### config.mk
export PLATFORM = sky130hd
export DESIGN_NAME = wwdt_ctrl
export DESIGN_NICKNAME = d
export VERILOG_FILES = /design/src/rtl/wwdt_ctrl.sv
export SDC_FILE = /design/constraint.sdc
export NUM_CORES = 1
export LEC_CHECK = 0
export BUFFER_PORTS_ARGS = -buffer_cell sky130_fd_sc_hd__buf_2
export CORE_ASPECT_RATIO = 1.25
export CORE_MARGIN = 4
export CORE_UTILIZATION = 40
export CTS_BUF_LIST = sky130_fd_sc_hd__clkbuf_4 sky130_fd_sc_hd__clkbuf_8
export DETAILED_ROUTE_END_ITERATION = 12
export PLACE_DENSITY = 0.7
export SLEW_MARGIN = 0
export SYNTH_ARGS = -nofsm -noshare
export SYNTH_HDL_FRONTEND = slang
export SYNTH_SLANG_ARGS = --single-unit
### constraint.sdc
create_clock -name clk -period 3.2 [get_ports clk]
set_input_delay 0.16 -clock clk [delete_from_list [all_inputs] [get_ports clk]]
set_output_delay 0.16 -clock clk [all_outputs]
set_load 0.1 [all_outputs]
### src/rtl/wwdt_ctrl.sv
module wwdt_ctrl #(
  parameter logic [31:0] MODE_INIT = 32'h0FFF_0FFF,
  parameter logic [7:0]  KEY       = 8'hA5
) (
  input  logic        clk,
  input  logic        rst_n,
  input  logic        bus_sel,
  input  logic        bus_wr,
  input  logic [1:0]  bus_addr,
  input  logic [31:0] bus_wdata,
  output logic [31:0] bus_rdata,
  input  logic        tick,
  input  logic        dbg_state,
  input  logic        idle_state,
  output logic        irq,
  output logic        sys_rst_pulse,
  output logic        cpu_rst_pulse
);
  localparam int CW = 12;

  logic [31:0]   mode_q;
  logic          locked;
  logic [CW-1:0] cnt;
  logic          uf_flag, err_flag;

  wire [CW-1:0] reload    = mode_q[11:0];
  wire          irq_en    = mode_q[12];
  wire          rst_en    = mode_q[13];
  wire          cpu_only  = mode_q[14];
  wire          dis       = mode_q[15];
  wire [CW-1:0] window    = mode_q[27:16];
  wire          dbg_frz   = mode_q[28];
  wire          idle_frz  = mode_q[29];

  wire wr_cmd  = bus_sel && bus_wr && bus_addr == 2'd0;
  wire wr_mode = bus_sel && bus_wr && bus_addr == 2'd1;
  wire rd_stat = bus_sel && !bus_wr && bus_addr == 2'd2;

  wire run        = !dis && !(dbg_frz && dbg_state) && !(idle_frz && idle_state);
  wire restart    = wr_cmd && bus_wdata[31:24] == KEY && bus_wdata[0] && !dis;
  wire restart_ok = restart && cnt <= window;
  wire err_evt    = restart && cnt > window;
  wire uf_evt     = run && tick && cnt == '0 && !restart_ok;
  wire fault      = uf_evt || err_evt;

  always_ff @(posedge clk or negedge rst_n) begin
    if (!rst_n) begin
      mode_q <= MODE_INIT;
      locked <= 1'b0;
    end else if (wr_mode && !locked) begin
      mode_q <= bus_wdata;
      locked <= 1'b1;
    end
  end

  always_ff @(posedge clk or negedge rst_n) begin
    if (!rst_n)
      cnt <= MODE_INIT[11:0];
    else if (wr_mode && !locked)
      cnt <= bus_wdata[11:0];
    else if (restart_ok)
      cnt <= reload;
    else if (run && tick)
      cnt <= (cnt == '0) ? reload : cnt - 1'b1;
  end

  always_ff @(posedge clk or negedge rst_n) begin
    if (!rst_n) begin
      uf_flag       <= 1'b0;
      err_flag      <= 1'b0;
      sys_rst_pulse <= 1'b0;
      cpu_rst_pulse <= 1'b0;
    end else begin
      uf_flag       <= uf_evt  || (uf_flag  && !rd_stat);
      err_flag      <= err_evt || (err_flag && !rd_stat);
      sys_rst_pulse <= fault && rst_en && !cpu_only;
      cpu_rst_pulse <= fault && rst_en;
    end
  end

  assign irq = irq_en && (uf_flag || err_flag);

  always_comb begin
    case (bus_addr)
      2'd1:    bus_rdata = mode_q;
      2'd2:    bus_rdata = {30'd0, err_flag, uf_flag};
      2'd3:    bus_rdata = {{(32-CW){1'b0}}, cnt};
      default: bus_rdata = 32'd0;
    endcase
  end
endmodule


-- Word-level counts from Yosys, hierarchy flattened
Index checks and enable logic that the tools add are counted.
- bits in read-only memories: 0
- RAM bits: 0
- logic and storage cells: 57
- latch bits: 0
- memories: 0
- register bits after elaboration: 49
- reduce and logical (&&, ||, !) cells: 38
- $lt $le $gt $ge: 2
- multiply operators: 0
- bitwise gates (word level): 0
- equal/unequal tests: 4
- muxes and demuxes: 5
- shifts and indexed selects: 0
- div/mod/pow operators: 0
- $add $sub $neg: 1
- operators by type and width (cell ; number):
    32-bit one-hot mux with 3 select lines ; 1
    12-bit two-way mux ; 4
    1-bit logical AND ; 23
    12-bit > comparator ; 1
    12-bit less-or-equal comparator ; 1
    12-bit logical NOT ; 1
    12-bit by 1-bit subtractor with 12-bit output, second input constant ; 1
    8-bit equality test, second input constant ; 1
    1-bit logical NOT ; 8
    2-bit equality test, second input constant ; 2
    1-bit logical OR ; 4
    3-bit nonzero test ; 1
    2-bit by 1-bit equality test with 1-bit output, second input constant ; 1
    2-bit logical NOT ; 1

-- Longest topological paths before layout
- word-level depth: 11
- mapped depth: 10
- mapped depth without buffers: 9

-- Least setup slack after synthesis
Ideal clock, no wire load.
- path kind: register to register
- start: register mode_q[25]
- end: register cnt[11]
- library setup time: 0.080 ns
- path slack: 0.606 ns
- arrival time: 2.514 ns
- cell stages (with the launch flop): 10
- period minus slack after synthesis: 2.594 ns
- path through: dfstp_2 inv_1 ha_1 a211oi_1 o21bai_1 a2111oi_0 a21o_1 a211oi_1 a2111o_1 o221a_2
- cells in the longest elaborated chain, start to end: 4
- RTL lines (item ; RTL line ; source):
    from (decl) ; 21 ; logic [31:0] mode_q;
    from (signal assigned) ; 51 ; mode_q <= bus_wdata;
    12-bit less-or-equal comparator (*) ; 41 ; wire restart_ok = restart && cnt <= window;
    1-bit logical AND (*) ; 41 ;
    12-bit two-way mux ; 61 ; else if (restart_ok)
    12-bit two-way mux ; 59 ; else if (wr_mode && !locked)
    to (signal assigned) ; 58 ; cnt <= MODE_INIT[11:0];
    to (signal assigned) ; 60 ; cnt <= bus_wdata[11:0];
    to (signal assigned) ; 62 ; cnt <= reload;
    to (decl) ; 23 ; logic [CW-1:0] cnt;
Mark *: on every way between the ends. The rest lies on a longest branch, timed or not.
A chain may end at the register's enable or synchronous reset.

-- Worst setup path in the final report
- start: register mode_q[25]
- end: register cnt[4]
Same word-level chain as after synthesis.

==> flow_summary.json <==
{
  "status": "finished clean",
  "post-route-drc-count": 0,
  "fin_setup_tns_ns": 0,
  "cts.sinks": 49,
  "pwr-share-clk_pct": 18.7,
  "placed_area_um2": 3550,
  "diodes": 0,
  "cts_setup_buffers": 0,
  "synth_cells": 349,
  "r2r.worst_path.cells": 9,
  "cts-hold-fix-buffers": 0,
  "synth_warnings": 0,
  "worstPathMaxFanout": 14,
  "start_kind": "flip-flop",
  "async_reset_ff_share_pct": 100,
  "final.period_utilization_pct": 95.9,
  "vias": 2720,
  "sw_frac_of_total_pct": 43.2,
  "htree_num_levels": 2,
  "die_y_um": 106,
  "wl_per_cell_um": 15.6,
  "ys_types": 55,
  "avgSynthCellArea_um2": 8.86,
  "ys.flop_type": "dfstp_2",
  "grt_pass1_wl_um": 13400,
  "cts_tree": "yes",
  "grt_max_degree": 50,
  "syn2layout_area_growth_pct": 19.2,
  "synth_seq_cells": 49,
  "p_leak_nw": 1.81,
  "clockBufferDepth": 2,
  "dp_hpwl_um": 6060,
  "p_int_w": 0.00160,
  "num_rows": 35,
  "clock_skew_ns": 0.00679,
  "hp-class": "input port to async pin",
  "ys_seq_area_share_pct": 41.1,
  "rsz0062_at_grt": "no",
  "clk_latency_ns": 0.31,
  "grt-ovfl-total": 0,
  "worst_pin_slew_ns": 1.06,
  "groute.usage.overall_pct": 18.2,
  "io_pins": 76,
  "dieArea_um2": 9210,
  "synth_edf_count": 0,
  "required_ns": 3.44,
  "total_power_w": 0.00281,
  "nets": 475,
  "setup_viol": 0,
  "r2r_end": "cnt[4]$_DFFE_PN1P_",
  "grt_pass1_vias": 2807,
  "hold_viol": 0,
  "core_um2": 7440,
  "fmax_ghz": 0.326,
  "power_switching_w": 0.00122,
  "grt_antenna_before_repair": 0,
  "place_inst": 505,
  "max_slew_margin_pct": 29.0,
  "netlist_area_um2": 3090,
  "vdd_ir_drop_max_uv": 328,
  "avgViaCountPerCell": 5.30,
  "cts.repair.resized": 0,
  "first_pass_iters": 4,
  "die_x_um": 86.6,
  "stdcell_count": 513,
  "r2r_slack_ns": 0.13,
  "n_fill_cell": 772,
  "p_comb_share_pct": 42.3,
  "cts-buffers-inserted": 5,
  "pwr_density_cell_nw_per_um2": 763,
  "maxCapViolations": 0,
  "cts.clk_slew.worst_paths_ns": 0.09,
  "r2r-start": "mode_q[25]$_DFFE_PN1P_",
  "cts_root_buffer": "clkbuf_8",
  "drtIter0Drc": 132,
  "critical_path.endpoint_type": "flip-flop",
  "drive_gt1_share_pct": 33.7,
  "initial_core_util_pct": 41.5,
  "finalInstanceArea_um2": 3680,
  "final_max_slew_viol_count": 0,
  "power_frac_seq_pct": 39.0,
  "wirelength_um": 8030,
  "io_buffer_count": 75,
  "crit_type": "flip-flop to flip-flop",
  "arrival_ns": 3.31,
  "drt.antenna.violating_nets": 0,
  "layout_min_cycle_time_ns": 3.07,
  "syn-num-nets": 404,
  "routabilityCongestion": 0.886
}
## power groups by stage
stage	logic, W	clock network, W	registers [W]
after floorplan	0.000990	0	0.00103
after global placement	0.00116	0	0.00110
after detailed placement	0.00119	0	0.00111
after CTS	0.00120	0.000539	0.00110
after global routing	0.00131	0.000561	0.00113
final	0.00119	0.000526	0.00110
## synth_stat cells, drive strengths merged, types with 2 or more instances
master	n	share of area (%)
nand3	3	0.49
o221ai	3	0.85
nor3b	3	0.73
ha	14	5.7
or4b	2	0.77
xnor2	4	1.1
and3	5	1.0
nor3	4	0.65
and2	21	4.3
o211ai	2	0.49
o21ai	18	2.9
o21a	2	0.49
or3	4	0.81
a211oi	5	1.2
nand2	92	11
a22o	2	0.57
a2111oi	2	0.57
clkbuf	13	1.6
nor2b	14	2.8
mux2i	14	4.5
nor2	17	2.2
a21o	3	0.73
buf	3	0.77
dfstp	36	31
a21oi	3	0.61
a41oi	3	1.6
mux2	2	0.73
inv	15	1.8
dfrtp	13	11
or4	2	0.49
nor4	3	1.1
o32a	3	0.97
or2	2	0.40
nand4	3	0.61
## cell type report
| cell class | count | area [um2] | share of cell area [%] |
|---|---|---|---|
| multi-input cells | 269 | 1690 | 46.0 |
| well taps | 92 | 115 | 3.12 |
| repair buffers | 80 | 413 | 11.2 |
| flip-flops and latches | 49 | 1270 | 34.5 |
| clock inverters | 3 | 65.1 | 1.77 |
| inverters | 15 | 56.3 | 1.53 |
| clock buffers | 5 | 68.8 | 1.87 |
## critical path, cell delays in order, from the launching register on
cell and delay, ns:
dfstp_2 0.53, inv_1 0.05, ha_1 0.31, a211oi_1 0.25, o21bai_1 0.13, a2111oi_0 0.53, a21o_1 0.36, a21oi_2 0.24
and3_1 0.26, o32a_1 0.34
## stage by stage
stage	hold WS (ns)	util, %	worst slack (ns)
4_1_cts	0.0337	49.5	0.151
6_report	0.0354	49.5	0.131
3_5_place_dp	0.360	47.7	0.203
5_1_grt	0.0376	49.5	0.0104
3_3_place_gp	0.353	47.7	0.318
2_1_floorplan	-0.136	-	0.606
## layout by cell type (no fill, tap or decap), types with 4 or more instances in the layout
master    instances
buf_2            75
or3_1             4
buf_4             5
o21ai_0          18
mux2i_1          14
dfstp_2          36
and2_1           21
and3_1            5
a211oi_1          5
nor2b_1          14
nand2_1          92
inv_1            15
dfrtp_1          13
nor3_1            4
clkbuf_8          5
xnor2_1           4
nor2_1           15
ha_1             14
## routing by layer
metal / track usage (%) / vias up / share of wire, %
met5: 0 / - / 0
met4: 6.24 / 0 / 1.2
met3: 2.56 / 7 / 4.6
met2: 32.2 / 61 / 52
met1: 22.3 / 1312 / 42
li1: - / 1340 / -
## flip-flops by register name, summed over array words and instances, names as in the netlist
| register | count |
|---|---|
| err_flag | 1 |
| cnt | 12 |
| locked | 1 |
| uf_flag | 1 |
| cpu_rst_pulse | 1 |
| sys_rst_pulse | 1 |
| mode_q | 32 |
## kinds of logic (layout without fill, tap and decap cells)
logic type | count (synthesis) | count (layout) | share of synthesized area, %
buffers and inverters | 31 | 103 | 4.21
XOR/XNOR | 5 | 5 | 1.42
multiplexers | 16 | 16 | 5.26
AO/OA/AOI/OAI | 54 | 54 | 13.4
AND/OR/NAND/NOR | 180 | 180 | 28.9
adder cells (fa/ha/maj) | 14 | 14 | 5.67
flip-flops | 49 | 49 | 41.1
## worst max path at each step
stage	startpoint	end	slack [ns]
5_1_grt	mode_q[25]$_DFFE_PN1P_	cnt[4]$_DFFE_PN1P_	0.01
2_1_floorplan	mode_q[25]$_DFFE_PN1P_	cnt[11]$_DFFE_PN1P_	0.61
6_report	mode_q[25]$_DFFE_PN1P_	cnt[4]$_DFFE_PN1P_	0.13
3_5_place_dp	mode_q[25]$_DFFE_PN1P_	cnt[3]$_DFFE_PN1P_	0.20
4_1_cts	mode_q[25]$_DFFE_PN1P_	cnt[4]$_DFFE_PN1P_	0.15
3_3_place_gp	mode_q[25]$_DFFE_PN1P_	cnt[0]$_DFFE_PN1P_	0.32
Note: power is estimated with default switching activity, not from simulation.
